<file path="src/rtl/spi_dr_pkg.sv">
package spi_dr_pkg;
  typedef enum logic [1:0] {
    PH_CMD  = 2'd0,
    PH_WDAT = 2'd1,
    PH_RDAT = 2'd2
  } phase_t;
endpackage

</file>
<file path="src/rtl/spi_edge_sync.sv">
module spi_edge_sync #(
  parameter int STAGES = 2
) (
  input  logic clk,
  input  logic rst_n,
  input  logic clk_pol,
  input  logic cs_n,
  input  logic sclk,
  input  logic sdi,
  output logic samp_p,
  output logic launch_p,
  output logic sdi_s,
  output logic sel
);
  logic [STAGES:0]   sclk_q, sclk_d;
  logic [STAGES-1:0] cs_q, cs_d;
  logic [STAGES-1:0] sdi_q, sdi_d;
  logic rise, fall;

  always_comb begin
    sclk_d = {sclk_q[STAGES-1:0], sclk};
    cs_d   = {cs_q[STAGES-2:0], cs_n};
    sdi_d  = {sdi_q[STAGES-2:0], sdi};
  end

  always_ff @(posedge clk or negedge rst_n) begin
    if (!rst_n) begin
      sclk_q <= '0;
      cs_q   <= '1;
      sdi_q  <= '0;
    end else begin
      sclk_q <= sclk_d;
      cs_q   <= cs_d;
      sdi_q  <= sdi_d;
    end
  end

  always_comb begin
    rise     = sclk_q[STAGES-1] & ~sclk_q[STAGES];
    fall     = ~sclk_q[STAGES-1] & sclk_q[STAGES];
    samp_p   = clk_pol ? fall : rise;
    launch_p = clk_pol ? rise : fall;
    sdi_s    = sdi_q[STAGES-1];
    sel      = ~cs_q[STAGES-1];
  end
endmodule

</file>
<file path="src/rtl/spi_cmd_engine.sv">
module spi_cmd_engine
  import spi_dr_pkg::*;
#(
  parameter int REG_W  = 8,
  parameter int ADDR_W = 4,
  parameter int DATA_W = 24
) (
  input  logic              clk,
  input  logic              rst_n,
  input  logic              samp_p,
  input  logic              launch_p,
  input  logic              sdi_s,
  input  logic              sel,
  input  logic [REG_W-1:0]  reg_rval,
  input  logic [DATA_W-1:0] dor,
  output logic [ADDR_W-1:0] rd_addr,
  output logic              wr_en,
  output logic [ADDR_W-1:0] wr_addr,
  output logic [REG_W-1:0]  wr_data,
  output logic              stream_busy,
  output logic              stream_done,
  output logic              sdo
);
  localparam int CNT_W  = $clog2(DATA_W + 1);
  localparam int RD_BIT = REG_W - 1;
  localparam int ST_BIT = REG_W - 2;

  phase_t              phase_q, phase_d;
  logic [CNT_W-1:0]    cnt_q, cnt_d, len_q, len_d;
  logic [REG_W-1:0]    in_q, in_d, in_next;
  logic [ADDR_W-1:0]   addr_q, addr_d;
  logic [DATA_W-1:0]   out_q, out_d;
  logic                sdo_q, sdo_d, busy_q, busy_d, start;

  always_comb begin
    in_next     = {in_q[REG_W-2:0], sdi_s};
    rd_addr     = in_next[ADDR_W-1:0];
    phase_d     = phase_q;
    cnt_d       = cnt_q;
    len_d       = len_q;
    in_d        = in_q;
    addr_d      = addr_q;
    out_d       = out_q;
    sdo_d       = sdo_q;
    busy_d      = busy_q;
    wr_en       = 1'b0;
    stream_done = 1'b0;
    start       = 1'b0;
    if (!sel) begin
      phase_d = PH_CMD;
      cnt_d   = '0;
      in_d    = '0;
      out_d   = '0;
      sdo_d   = 1'b0;
      busy_d  = 1'b0;
    end else begin
      if (launch_p) begin
        sdo_d = out_q[DATA_W-1];
        out_d = {out_q[DATA_W-2:0], 1'b0};
      end
      if (samp_p) begin
        in_d  = in_next;
        cnt_d = cnt_q + 1'b1;
        unique case (phase_q)
          PH_CMD: if (cnt_q == CNT_W'(REG_W - 1)) begin
            cnt_d  = '0;
            addr_d = in_next[ADDR_W-1:0];
            if (in_next[RD_BIT]) begin
              phase_d = PH_RDAT;
              len_d   = CNT_W'(REG_W);
              out_d   = {reg_rval, {(DATA_W-REG_W){1'b0}}};
            end else if (in_next[ST_BIT]) begin
              phase_d = PH_RDAT;
              len_d   = CNT_W'(DATA_W);
              out_d   = dor;
              busy_d  = 1'b1;
              start   = 1'b1;
            end else begin
              phase_d = PH_WDAT;
            end
          end
          PH_WDAT: if (cnt_q == CNT_W'(REG_W - 1)) begin
            cnt_d   = '0;
            wr_en   = 1'b1;
            phase_d = PH_CMD;
          end
          PH_RDAT: if (cnt_q == len_q - 1'b1) begin
            cnt_d   = '0;
            phase_d = PH_CMD;
            if (busy_q) begin
              busy_d      = 1'b0;
              stream_done = 1'b1;
            end
          end
          default: phase_d = PH_CMD;
        endcase
      end
    end
    wr_addr     = addr_q;
    wr_data     = in_next;
    stream_busy = busy_q | start;
    sdo         = sdo_q;
  end

  always_ff @(posedge clk or negedge rst_n) begin
    if (!rst_n) begin
      phase_q <= PH_CMD;
      cnt_q   <= '0;
      len_q   <= '0;
      in_q    <= '0;
      addr_q  <= '0;
      out_q   <= '0;
      sdo_q   <= 1'b0;
      busy_q  <= 1'b0;
    end else begin
      phase_q <= phase_d;
      cnt_q   <= cnt_d;
      len_q   <= len_d;
      in_q    <= in_d;
      addr_q  <= addr_d;
      out_q   <= out_d;
      sdo_q   <= sdo_d;
      busy_q  <= busy_d;
    end
  end
endmodule

</file>
<file path="src/rtl/spi_reg_bank.sv">
module spi_reg_bank #(
  parameter int NREG     = 16,
  parameter int REG_W    = 8,
  parameter int ADDR_W   = 4,
  parameter int STAT_BIT = 7
) (
  input  logic                  clk,
  input  logic                  rst_n,
  input  logic                  wr_en,
  input  logic [ADDR_W-1:0]     wr_addr,
  input  logic [REG_W-1:0]      wr_data,
  input  logic [ADDR_W-1:0]     rd_addr,
  input  logic                  status_in,
  output logic [REG_W-1:0]      rd_val,
  output logic [NREG*REG_W-1:0] cfg_flat
);
  logic [REG_W-1:0] reg_q [NREG];

  for (genvar g = 0; g < NREG; g++) begin : g_reg
    localparam logic [REG_W-1:0] KEEP =
      (g == 0) ? ~(REG_W'(1) << STAT_BIT) : {REG_W{1'b1}};
    logic hit;
    logic [REG_W-1:0] reg_d;

    always_comb begin
      hit   = wr_en && (wr_addr == ADDR_W'(g));
      reg_d = hit ? (wr_data & KEEP) : reg_q[g];
    end

    always_ff @(posedge clk or negedge rst_n) begin
      if (!rst_n) reg_q[g] <= '0;
      else        reg_q[g] <= reg_d;
    end

    assign cfg_flat[g*REG_W +: REG_W] = reg_q[g];
  end

  always_comb begin
    rd_val = reg_q[rd_addr];
    if (rd_addr == '0) rd_val[STAT_BIT] = status_in;
  end
endmodule

</file>
<file path="src/rtl/spi_drdy_ctrl.sv">
module spi_drdy_ctrl #(
  parameter int DATA_W = 24,
  parameter int LEAD   = 2
) (
  input  logic              clk,
  input  logic              rst_n,
  input  logic              res_valid,
  input  logic [DATA_W-1:0] res_data,
  input  logic              stream_busy,
  input  logic              stream_done,
  output logic [DATA_W-1:0] dor,
  output logic              drdy_n,
  output logic              dor_load
);
  localparam int WAIT_W = $clog2(LEAD + 1);

  logic [DATA_W-1:0] stage_q, stage_d, dor_q, dor_d;
  logic [WAIT_W-1:0] wait_q, wait_d;
  logic              pend_q, pend_d, drdy_q, drdy_d;

  always_comb begin
    stage_d  = stage_q;
    dor_d    = dor_q;
    wait_d   = wait_q;
    pend_d   = pend_q;
    drdy_d   = drdy_q;
    dor_load = 1'b0;
    if (stream_done) drdy_d = 1'b1;
    if (pend_q) begin
      if (wait_q != WAIT_W'(LEAD - 1)) begin
        wait_d = wait_q + 1'b1;
      end else if (!stream_busy) begin
        dor_load = 1'b1;
        dor_d    = stage_q;
        drdy_d   = 1'b0;
        pend_d   = 1'b0;
      end
    end
    if (res_valid) begin
      stage_d = res_data;
      pend_d  = 1'b1;
      wait_d  = '0;
      drdy_d  = 1'b1;
    end
  end

  always_ff @(posedge clk or negedge rst_n) begin
    if (!rst_n) begin
      stage_q <= '0;
      dor_q   <= '0;
      wait_q  <= '0;
      pend_q  <= 1'b0;
      drdy_q  <= 1'b1;
    end else begin
      stage_q <= stage_d;
      dor_q   <= dor_d;
      wait_q  <= wait_d;
      pend_q  <= pend_d;
      drdy_q  <= drdy_d;
    end
  end

  assign dor    = dor_q;
  assign drdy_n = drdy_q;
endmodule

</file>
<file path="src/rtl/spi_dready_port.sv">
module spi_dready_port #(
  parameter int NREG   = 16,
  parameter int REG_W  = 8,
  parameter int DATA_W = 24,
  parameter int LEAD   = 2,
  parameter int STAGES = 2
) (
  input  logic                  clk,
  input  logic                  rst_n,
  input  logic                  clk_pol,
  input  logic                  cs_n,
  input  logic                  sclk,
  input  logic                  sdi,
  output logic                  sdo,
  output logic                  sdo_oe,
  input  logic                  res_valid,
  input  logic [DATA_W-1:0]     res_data,
  output logic                  drdy_n,
  output logic [NREG*REG_W-1:0] cfg_regs
);
  localparam int ADDR_W = $clog2(NREG);

  logic samp_p, launch_p, sdi_s, sel;
  logic wr_en, stream_busy, stream_done, dor_load;
  logic [ADDR_W-1:0] rd_addr, wr_addr;
  logic [REG_W-1:0]  wr_data, reg_rval;
  logic [DATA_W-1:0] dor;

  spi_edge_sync #(.STAGES(STAGES)) i_sync (
    .clk(clk), .rst_n(rst_n), .clk_pol(clk_pol), .cs_n(cs_n),
    .sclk(sclk), .sdi(sdi), .samp_p(samp_p), .launch_p(launch_p),
    .sdi_s(sdi_s), .sel(sel)
  );

  spi_cmd_engine #(.REG_W(REG_W), .ADDR_W(ADDR_W), .DATA_W(DATA_W)) i_eng (
    .clk(clk), .rst_n(rst_n), .samp_p(samp_p), .launch_p(launch_p),
    .sdi_s(sdi_s), .sel(sel), .reg_rval(reg_rval), .dor(dor),
    .rd_addr(rd_addr), .wr_en(wr_en), .wr_addr(wr_addr), .wr_data(wr_data),
    .stream_busy(stream_busy), .stream_done(stream_done), .sdo(sdo)
  );

  spi_reg_bank #(.NREG(NREG), .REG_W(REG_W), .ADDR_W(ADDR_W), .STAT_BIT(REG_W-1)) i_bank (
    .clk(clk), .rst_n(rst_n), .wr_en(wr_en), .wr_addr(wr_addr),
    .wr_data(wr_data), .rd_addr(rd_addr), .status_in(drdy_n),
    .rd_val(reg_rval), .cfg_flat(cfg_regs)
  );

  spi_drdy_ctrl #(.DATA_W(DATA_W), .LEAD(LEAD)) i_drdy (
    .clk(clk), .rst_n(rst_n), .res_valid(res_valid), .res_data(res_data),
    .stream_busy(stream_busy), .stream_done(stream_done),
    .dor(dor), .drdy_n(drdy_n), .dor_load(dor_load)
  );

  assign sdo_oe = sel;
endmodule

</file>
<file path="config.mk">
export PLATFORM = sky130hd
export DESIGN_NAME = spi_dready_port
export DESIGN_NICKNAME = d
export VERILOG_FILES = /design/src/rtl/spi_dr_pkg.sv /design/src/rtl/spi_edge_sync.sv /design/src/rtl/spi_cmd_engine.sv /design/src/rtl/spi_reg_bank.sv /design/src/rtl/spi_drdy_ctrl.sv /design/src/rtl/spi_dready_port.sv
export SDC_FILE = /design/constraint.sdc
export NUM_CORES = 1
export LEC_CHECK = 0
export ABC_AREA = 0
export CAP_MARGIN = 5
export CORE_MARGIN = 5
export CORE_UTILIZATION = 50
export CTS_CLUSTER_DIAMETER = 150
export DETAILED_ROUTE_END_ITERATION = 10
export GPL_TIMING_DRIVEN = 0
export PLACE_DENSITY = 0.75
export SLEW_MARGIN = 0
export SYNTH_ARGS = -nofsm -noshare
export SYNTH_HDL_FRONTEND = slang
export SYNTH_SLANG_ARGS = --single-unit
</file>
<file path="constraint.sdc">
create_clock -name clk -period 3 [get_ports clk]
set_input_delay 0.3 -clock clk [delete_from_list [all_inputs] [get_ports clk]]
set_output_delay 0.3 -clock clk [all_outputs]
set_load 0.01 [all_outputs]
</file>
; ---- Word-level counts from Yosys, hierarchy flattened
; Cells that the tools add are included.
; Widths: inputs -> output; s select.
[op_classes]
mux = 66
order_cmp = 1
n_bitwise = 9
reduce_logical = 32
n_addsub = 3
n_eq_ne = 25
[ops]
columns = operator, count
row1 = $mux 24, 7
row2 = $mux 1, 35
row3 = $bmux 8 s4, 1
row4 = $eq 4x4->1 const B, 8
row5 = $mux 5, 6
row6 = $mux 2, 10
row7 = $eq 4x3->1 const B, 4
row8 = $logic_and 1x1->1, 16
row9 = $mux 8, 2
row10 = $mux 7, 2
row11 = $ne 3x2->1 const B, 4
row12 = $pmux 5 s2, 1
row13 = $reduce_bool 2->1, 5
row14 = $eq 4x2->1 const B, 2
row15 = $logic_not 4->1, 2
row16 = $reduce_and 4->1, 2
row17 = $pmux 2 s3, 1
row18 = $reduce_and 6->1, 1
row19 = $add 5x1->5 const B, 1
row20 = $eq 5x3->1 const B, 1
row21 = $eq 5x5->1, 1
row22 = $ge 5x5->1 const B, 1
row23 = $not 1->1, 5
row24 = $not 4->5, 1
row25 = 16 further kinds, 17
[word_totals]
inputBits = 31
reg_bits = 235

; ---- Depth between registers and ports, before layout
; Gate-level depths: netlist (run 1).
[depth]
ltp_word = 11
mapped_depth = 8
mapped_depth_nobuf = 6

; ---- Modules after synthesis
; From an unflattened synthesis (run 1), not the netlist that was laid out.
[unflattened]
cells_unflattened = 683
hier_area_um2 = 10390.0
[modules_own_cells]
columns = mod, n_inst, area_per_inst_um2, cells_per_inst, seq_area_each_um2
row1 = spi_reg_bank, 1, 5779.3, 360, 3178.0
row2 = spi_cmd_engine, 1, 2344.7, 193, 1151.1
row3 = spi_drdy_ctrl, 1, 2050.7, 118, 1302.5
row4 = spi_edge_sync, 1, 215.2, 12, 177.7

; ---- Worst setup path before layout (run 1)
; No wires, ideal clock.
[synth_timing]
path_kind = reg2reg
from = register i_eng.cnt_q[0]
to = register i_drdy.dor_q[10], in the netlist i_drdy.dor[10]
t_arrival_ns = 1.959
path_slack_ns = 0.915
synth_period_minus_slack_ns = 2.085
n_path_buf = 2
t_required_ns = 2.875
path_stages_with_launch = 9
cell_sequence = dfrtp_1 ha_1 and4bb_2 o211ai_2 nor2b_1 buf_4 nor2_4 buf_6 mux2_4
[synth_via]
elab_chain_len = 8
[synth_lines]
columns = item, line
row1 = start: declaration, spi_cmd_engine.sv:29  ; logic [CNT_W-1:0] cnt_q, cnt_d, len_q, len_d;
row2 = start signal: assignment, spi_cmd_engine.sv:117  ; cnt_q <= cnt_d;
row3 = $eq 5x3->1, spi_cmd_engine.sv:65  ; PH_CMD: if (cnt_q == CNT_W'(REG_W - 1)) begin
row4 = $mux 1, spi_cmd_engine.sv:65
row5 = $mux 1, spi_cmd_engine.sv:64  ; unique case (phase_q)
row6 = $mux 1, spi_cmd_engine.sv:61  ; if (samp_p) begin
row7 = $mux 1, spi_cmd_engine.sv:49  ; if (!sel) begin
row8 = $or 1x1->1, spi_cmd_engine.sv:101  ; stream_busy = busy_q | start;
row9 = $not 1->1 (no source line), n/a
row10 = $reduce_and 3->1 (no source line), n/a
row11 = end signal: assignment, spi_drdy_ctrl.sv:56  ; dor_q <= dor_d;
row12 = end: declaration, spi_drdy_ctrl.sv:17  ; logic [DATA_W-1:0] stage_q, stage_d, dor_q, dor_d;
; Every way passes these cells.
; A chain may end at the register's enable or synchronous reset.

; ---- Worst setup path after layout (run 1)
[layout_timing]
from = register i_eng.in_q[1]
to = register i_eng.in_q[2]
[layout_via]
elab_chain_len = 2
[layout_lines]
columns = item, line
row1 = start: declaration, spi_cmd_engine.sv:30  ; logic [REG_W-1:0] in_q, in_d, in_next;
row2 = start signal: assignment, spi_cmd_engine.sv:119  ; in_q <= in_d;
row3 = $mux 7, spi_cmd_engine.sv:61
row4 = $mux 7, spi_cmd_engine.sv:49
; Every way passes these cells. The select of a mux whose other input is x is not followed.

==> results.toml, run 1 <==
[placed_design]
hpwl_mm = 19.9
gp_congestion = 0.863
port_buffers = 159
dpl_worst_slack_ps = 248
dp_cells = 1190

[global_routing]
grt_usage_pct = 23.0
grt_use_met2_pct = 36.3
grt_pass1_wl_mm = 43.6
grt_pass1_vias = 7396
grt_util_met1_pct = 31.6
grt.overflow.total = 0
antenna_found_initial = 0
grt_busiest_layer = "met2"
grt_max_degree = 125
grt_util_met3_pct = 6.07

[hold_path]
hp-class = "in -> reg"

[cts]
clk_pin_slew_ps = 60
cts_buffers = 26
cts.sinks = 232
clk_latency_ps = 540
cts_tree = "built"
htree_levels = 1
root_buffer = "clkbuf_16"
post_cts_buffers = 0
clock_path_buffers = 3

[synth]
synth_area_leaders = "dfrtp_1, mux2_2, mux4_2"
synthArstFlopShare_pct = 100
synth-main-ff-cell = "dfrtp_1"
synth_top_area_cell = "dfrtp_1"
synth_top_area_share_pct = 53.8
synth_cells = 755
synth.avg_cell_area_um2 = 14.1
yosys_warnings = 0
syn_area_mm2 = 0.0107
synth-seq-cells = 232
ys_seq_area_share_pct = 54.5
ys_types = 70
synth_edf_count = 0
synth_nets = 788

[pwr]
leakagePower_nw = 5.96
power_mw = 7.37
ir_drop_uv = 377
power_density_mw_per_mm2 = 548

[critical_path]
crit_chain = "clkbuf_1 -> clkbuf_1 -> clkbuf_1 -> clkbuf_1 -> nand2_1 -> a21oi_1"
cp_num_buf_inv = 4
cp-end-kind = "flip-flop"
max_stage_delay_ps = 660
critPathRequiredTime_ps = 3460
cp-start-kind = "flip-flop"
slowest_stage = "clkbuf_1"
critPathKind = "reg -> reg"
worstPathArrival_ps = 3180
cp_max_fo = 10
crit_top_cell = "clkbuf_1"
r2r_slack_ps = 280
worst_path_dominant_cell_family = "buffers and inverters"

[detailed_routing]
antenna_left = 0
drt_iter0_markers = 492
routed_wl_mm = 28.4
wl_per_cell_um = 22.9
via_per_inst = 5.78
first_pass_iters = 5
drc = 0
num_vias = 7147

[timing]
finalClockSkew_ps = 28.8
tightest_slew_ps = 847
grt_setup_unrepaired = "no"
fmax_mhz = 368
finalHoldViolations = 0
fin_hold_ws_ps = 202
final.setup.tns_ps = 0
setup_viol = 0
relSlewSlack_pct = 43.5
fin_crit_sh_pct = 90.5
drv_slew = 0
fin_ws_ps = 284
period_minus_slack_ps = 2720

[final_layout]
layout.nets = 977
drive_above_1_share_pct = 32.0
n_fill_cell = 1603
fin_cells = 1237
area_growth_pct = 26.0
num_antenna_cells = 0
multi_input_area_mm2 = 0.00458
seqCellArea_mm2 = 0.00581

[floorplan]
num_rows = 53
die_w_um = 156
dieArea_mm2 = 0.0243
start_util_pct = 50.7
core_mm2 = 0.0210
die_y_um = 156
io_pins = 162

[outcome]
status = "complete, no violations"

[job]
max_cap_viol_count = 0
## Yosys cell counts (all sizes together) (3+ instances only)
cell and count:
and3b 6, o311ai 6, clkbuf 31, a21oi 13, nor3b 8, o21ai 28
mux2 190, nand3b 3, o22ai 6, nand4 4, dfstp 3, nand2 50
nor2 25, nor3 4, dfrtp 229, a221o 6, nand2b 3, mux2i 24
mux4 32, inv 4, nor2b 9, buf 23
## metrics by stage
step / area (um^2) / util, %
2_1_floorplan: 10700 / -
3_3_place_gp: 12600 / 59.9
3_5_place_dp: 12600 / 60.1
4_1_cts: 13400 / 63.9
5_1_grt: 13400 / 63.9
6_report: 13400 / 63.9
## state kept, by name, indices dropped and copies added, names as in the netlist
signal and flops:
i_eng.phase_q 2, i_eng.busy_q 1, i_drdy.dor 24, i_sync.sdi_q 2
i_drdy.pend_q 1, i_eng.in_q 7, i_eng.cnt_q 5, i_bank.cfg_flat 127
i_eng.sdo 1, i_drdy.drdy_n 1, i_eng.out_q 24, i_eng.len_q 2
i_eng.wr_addr 4, i_sync.sclk_q 3, i_drdy.wait_q 2, i_sync.cs_q 2
i_drdy.stage_q 24
## area by class of cell
| class | count | share of cell area, % |
|---|---|---|
| Sequential cell | 232 | 43.2 |
| Multi-Input combinational cell | 465 | 34.1 |
| Timing Repair Buffer | 161 | 12.2 |
| Clock buffer | 41 | 5.63 |
| Tap cell | 275 | 2.56 |
| Buffer | 54 | 1.94 |
| Clock inverter | 5 | 0.289 |
| Inverter | 4 | 0.112 |
## cell usage in the layout (no fill, tap or decap), types with 3 or more instances in the layout
| cell type | netlist | final |
|---|---|---|
| dfstp_2 | 3 | 3 |
| dfrtp_1 | 229 | 229 |
| clkbuf_8 | 0 | 5 |
| nand2_2 | 11 | 11 |
| nand2b_1 | 3 | 3 |
| clkbuf_1 | 31 | 41 |
| inv_1 | 4 | 4 |
| clkdlybuf4s50_1 | 0 | 158 |
| nand4_1 | 3 | 3 |
| nor2_2 | 4 | 4 |
| nor2b_1 | 8 | 8 |
| clkbuf_16 | 0 | 26 |
| and3b_1 | 6 | 6 |
| buf_2 | 13 | 13 |
| nand2_1 | 39 | 39 |
| mux2i_1 | 24 | 24 |
| nor3_1 | 3 | 3 |
| o311ai_0 | 6 | 6 |
| mux2_2 | 169 | 169 |
| a221o_1 | 6 | 6 |
| o22ai_1 | 6 | 6 |
| o21ai_0 | 28 | 28 |
| nor2_1 | 20 | 20 |
| nor3b_1 | 8 | 8 |
| buf_4 | 5 | 5 |
| clkinv_2 | 0 | 3 |
| mux4_2 | 32 | 32 |
| nand3b_1 | 3 | 3 |
| buf_6 | 3 | 3 |
| mux2_4 | 19 | 19 |
| a21oi_1 | 13 | 13 |
## report_power, final
part	switching, mW	internal [mW]	leakage (nW)	total, mW
Clock	1.25	1.72	0.387	2.97
Combinational	0.366	0.503	2.47	0.869
Sequential	0.150	3.37	3.10	3.52
## routing by layer
metal  part of all wire [%]  up-vias
met3                    7.1       46
met2                     48      217
met1                     42     3717
met5                      0        -
met4                    2.9        0
li1                       -     3167
## logic make-up (layout without fill, tap and decap cells)
group,count (synthesis),in the layout,share of synthesized area (%)
other,1,1,0.0352
AND/OR/NAND/NOR,131,131,7.32
multiplexers,246,246,29.8
adder cells (fa/ha/maj),2,2,0.235
XOR/XNOR,3,3,0.247
AO/OA/AOI/OAI,82,82,5.33
flip-flops,232,232,54.5
buffers and inverters,58,265,2.58
## path summary, 6_finish.rpt
kind / startpoint / end / depth (start not counted)
max reg2reg: i_eng.in_q[1]$_DFFE_PN0P_ / i_eng.in_q[2]$_DFFE_PN0P_ / 6
min: cs_n / i_sync.cs_q[0]$_DFF_PN1_ / 1
max: i_eng.in_q[1]$_DFFE_PN0P_ / i_eng.in_q[2]$_DFFE_PN0P_ / 6
min in group asynchronous: rst_n / i_bank.cfg_flat[108]$_DFFE_PN0P_ / 2
min reg2reg: i_sync.sdi_q[0]$_DFF_PN0_ / i_sync.sdi_q[1]$_DFF_PN0_ / 0
max in group asynchronous: rst_n / i_drdy.stage_q[7]$_DFFE_PN0P_ / 3
## repair_timing
item,CTS,global route
hold endpoints to repair,105,0
hold buffers,1,0
resized for setup,0,0
No activity file was read; power rests on OpenSTA's default activity.
==> run 2: changes to the inputs <==
CORE_ASPECT_RATIO = 1.75   (was not set)
==> run 2 against run 1 <==
  * Clock skew shrank 17 ps
  * Clock power grew 2%
  * Non-clock buffer count grew 1
  * Final cell count shrank 2.2%
  * Critical path depth is the same
  * Wire length grew 2.5%
  * Critical endpoint unchanged
  * Largest power group unchanged
==> results.toml, run 2 (synthesis gave the netlist of run 1 again) <==
[pwr]
leakagePower_nw = 5.98
ir_drop_uv = 428
power_density_mw_per_mm2 = 556
power_mw = 7.47

[floorplan]
num_rows = 70
dieArea_mm2 = 0.0245
die_y_um = 203
die_w_um = 120
io_pins = 162
core_mm2 = 0.0209
start_util_pct = 50.9

[timing]
grt_setup_unrepaired = "no"
tightest_slew_ps = 845
finalClockSkew_ps = 12.2
finalHoldViolations = 0
period_minus_slack_ps = 2700
relSlewSlack_pct = 43.7
fin_hold_ws_ps = 212
setup_viol = 0
fin_ws_ps = 298
fin_crit_sh_pct = 90.1
fmax_mhz = 370
final.setup.tns_ps = 0
drv_slew = 0

[critical_path]
worstPathArrival_ps = 3130
cp-start-kind = "flip-flop"
critPathRequiredTime_ps = 3430
cp-end-kind = "flip-flop"
critPathKind = "reg -> reg"
cp_max_fo = 10

[placed_design]
gp_congestion = 0.873
dpl_worst_slack_ps = 191
port_buffers = 159
hpwl_mm = 21.1

[cts]
root_buffer = "clkbuf_16"
clk_pin_slew_ps = 60
post_cts_buffers = 0
clk_latency_ps = 510
cts_tree = "built"
clock_path_buffers = 3
htree_levels = 1
cts.sinks = 232
cts_buffers = 23

[final_layout]
n_fill_cell = 1553
final_common_cell = "dfrtp_1"
multi_input_area_mm2 = 0.00458
seqCellArea_mm2 = 0.00581
mostFrequentLayoutCells = "dfrtp_1, mux2_2, clkdlybuf4s50_1"
area_growth_pct = 26.1
layout.nets = 975
num_antenna_cells = 0
drive_above_1_share_pct = 32.5
largest_register_ffs = 127

[global_routing]
antenna_found_initial = 0
grt_max_degree = 93
grt_pass1_vias = 7732
grt.overflow.total = 0
grt_pass1_wl_mm = 45.5
grt_usage_pct = 24.0

[detailed_routing]
antenna_left = 0
first_pass_iters = 4
drt_iter0_markers = 444
routed_wl_mm = 29.1
via_per_inst = 5.86
wl_per_cell_um = 24.0
drc = 0
num_vias = 7093

[job]
max_cap_viol_count = 0

[hold_path]
hp-class = "in -> reg"

[outcome]
status = "complete, no violations"
## run 2: area by class of cell
class | instances | area share [%]
sequential | 232 | 43.2
multi-input combinational | 465 | 34.0
timing repair buffer | 162 | 12.4
clock buffer | 33 | 5.08
tap | 252 | 2.35
buffer | 54 | 1.94
clock inverter | 8 | 0.884
inverter | 4 | 0.112
## run 2: metrics by stage
step / instance area (um^2) / utilization (%) / std cells
floorplan: 10700 / - / 755
CTS: 13400 / 64.2 / 1210
global route: 13400 / 64.2 / 1210
global placement: 12600 / 60.0 / 1166
detailed placement: 12600 / 60.3 / 1168
finish: 13400 / 64.2 / 1210
## run 2: path summary, 6_finish.rpt
check                                          startpoint                         endpoint  slack (ps)  cells after the start
max in group asynchronous                           rst_n  i_bank.cfg_flat[89]$_DFFE_PN0P_        1460                      4
worst min register to register  i_sync.sdi_q[0]$_DFF_PN0_        i_sync.sdi_q[1]$_DFF_PN0_         350                      0
worst min-delay path                                 cs_n         i_sync.cs_q[0]$_DFF_PN1_         210                      1
min in group asynchronous                           rst_n  i_bank.cfg_flat[32]$_DFFE_PN0P_         330                      2
worst max-delay path            i_eng.in_q[1]$_DFFE_PN0P_        i_eng.in_q[2]$_DFFE_PN0P_         300                      6
worst max register to register  i_eng.in_q[1]$_DFFE_PN0P_        i_eng.in_q[2]$_DFFE_PN0P_         300                      6
## run 2: worst max-delay path: stages, from the launching register on
cell and delay (ps):
dfrtp_1 320, clkbuf_1 360, clkbuf_1 660, clkbuf_1 470, clkbuf_1 530, nand2_1 120
a21oi_1 160
## run 2: report_power, final
part,leakage (nW),total (mW),switching [mW],internal [mW]
Combinational,2.48,0.893,0.385,0.508
Sequential,3.10,3.53,0.162,3.37
Clock,0.400,3.04,1.20,1.84
## run 2: layer usage
layer / vias to the layer above / share of wire, % / track usage [%]
li1: 3154 / - / -
met1: 3684 / 36 / 27.0
met2: 199 / 55 / 44.6
met3: 56 / 4.6 / 4.11
met4: 0 / 3.9 / 9.40
met5: - / 0 / 0
## run 2: what timing repair did
action,4_1_cts,5_1_grt
resized for setup,0,0
hold endpoints to repair,71,0
hold buffers,1,0
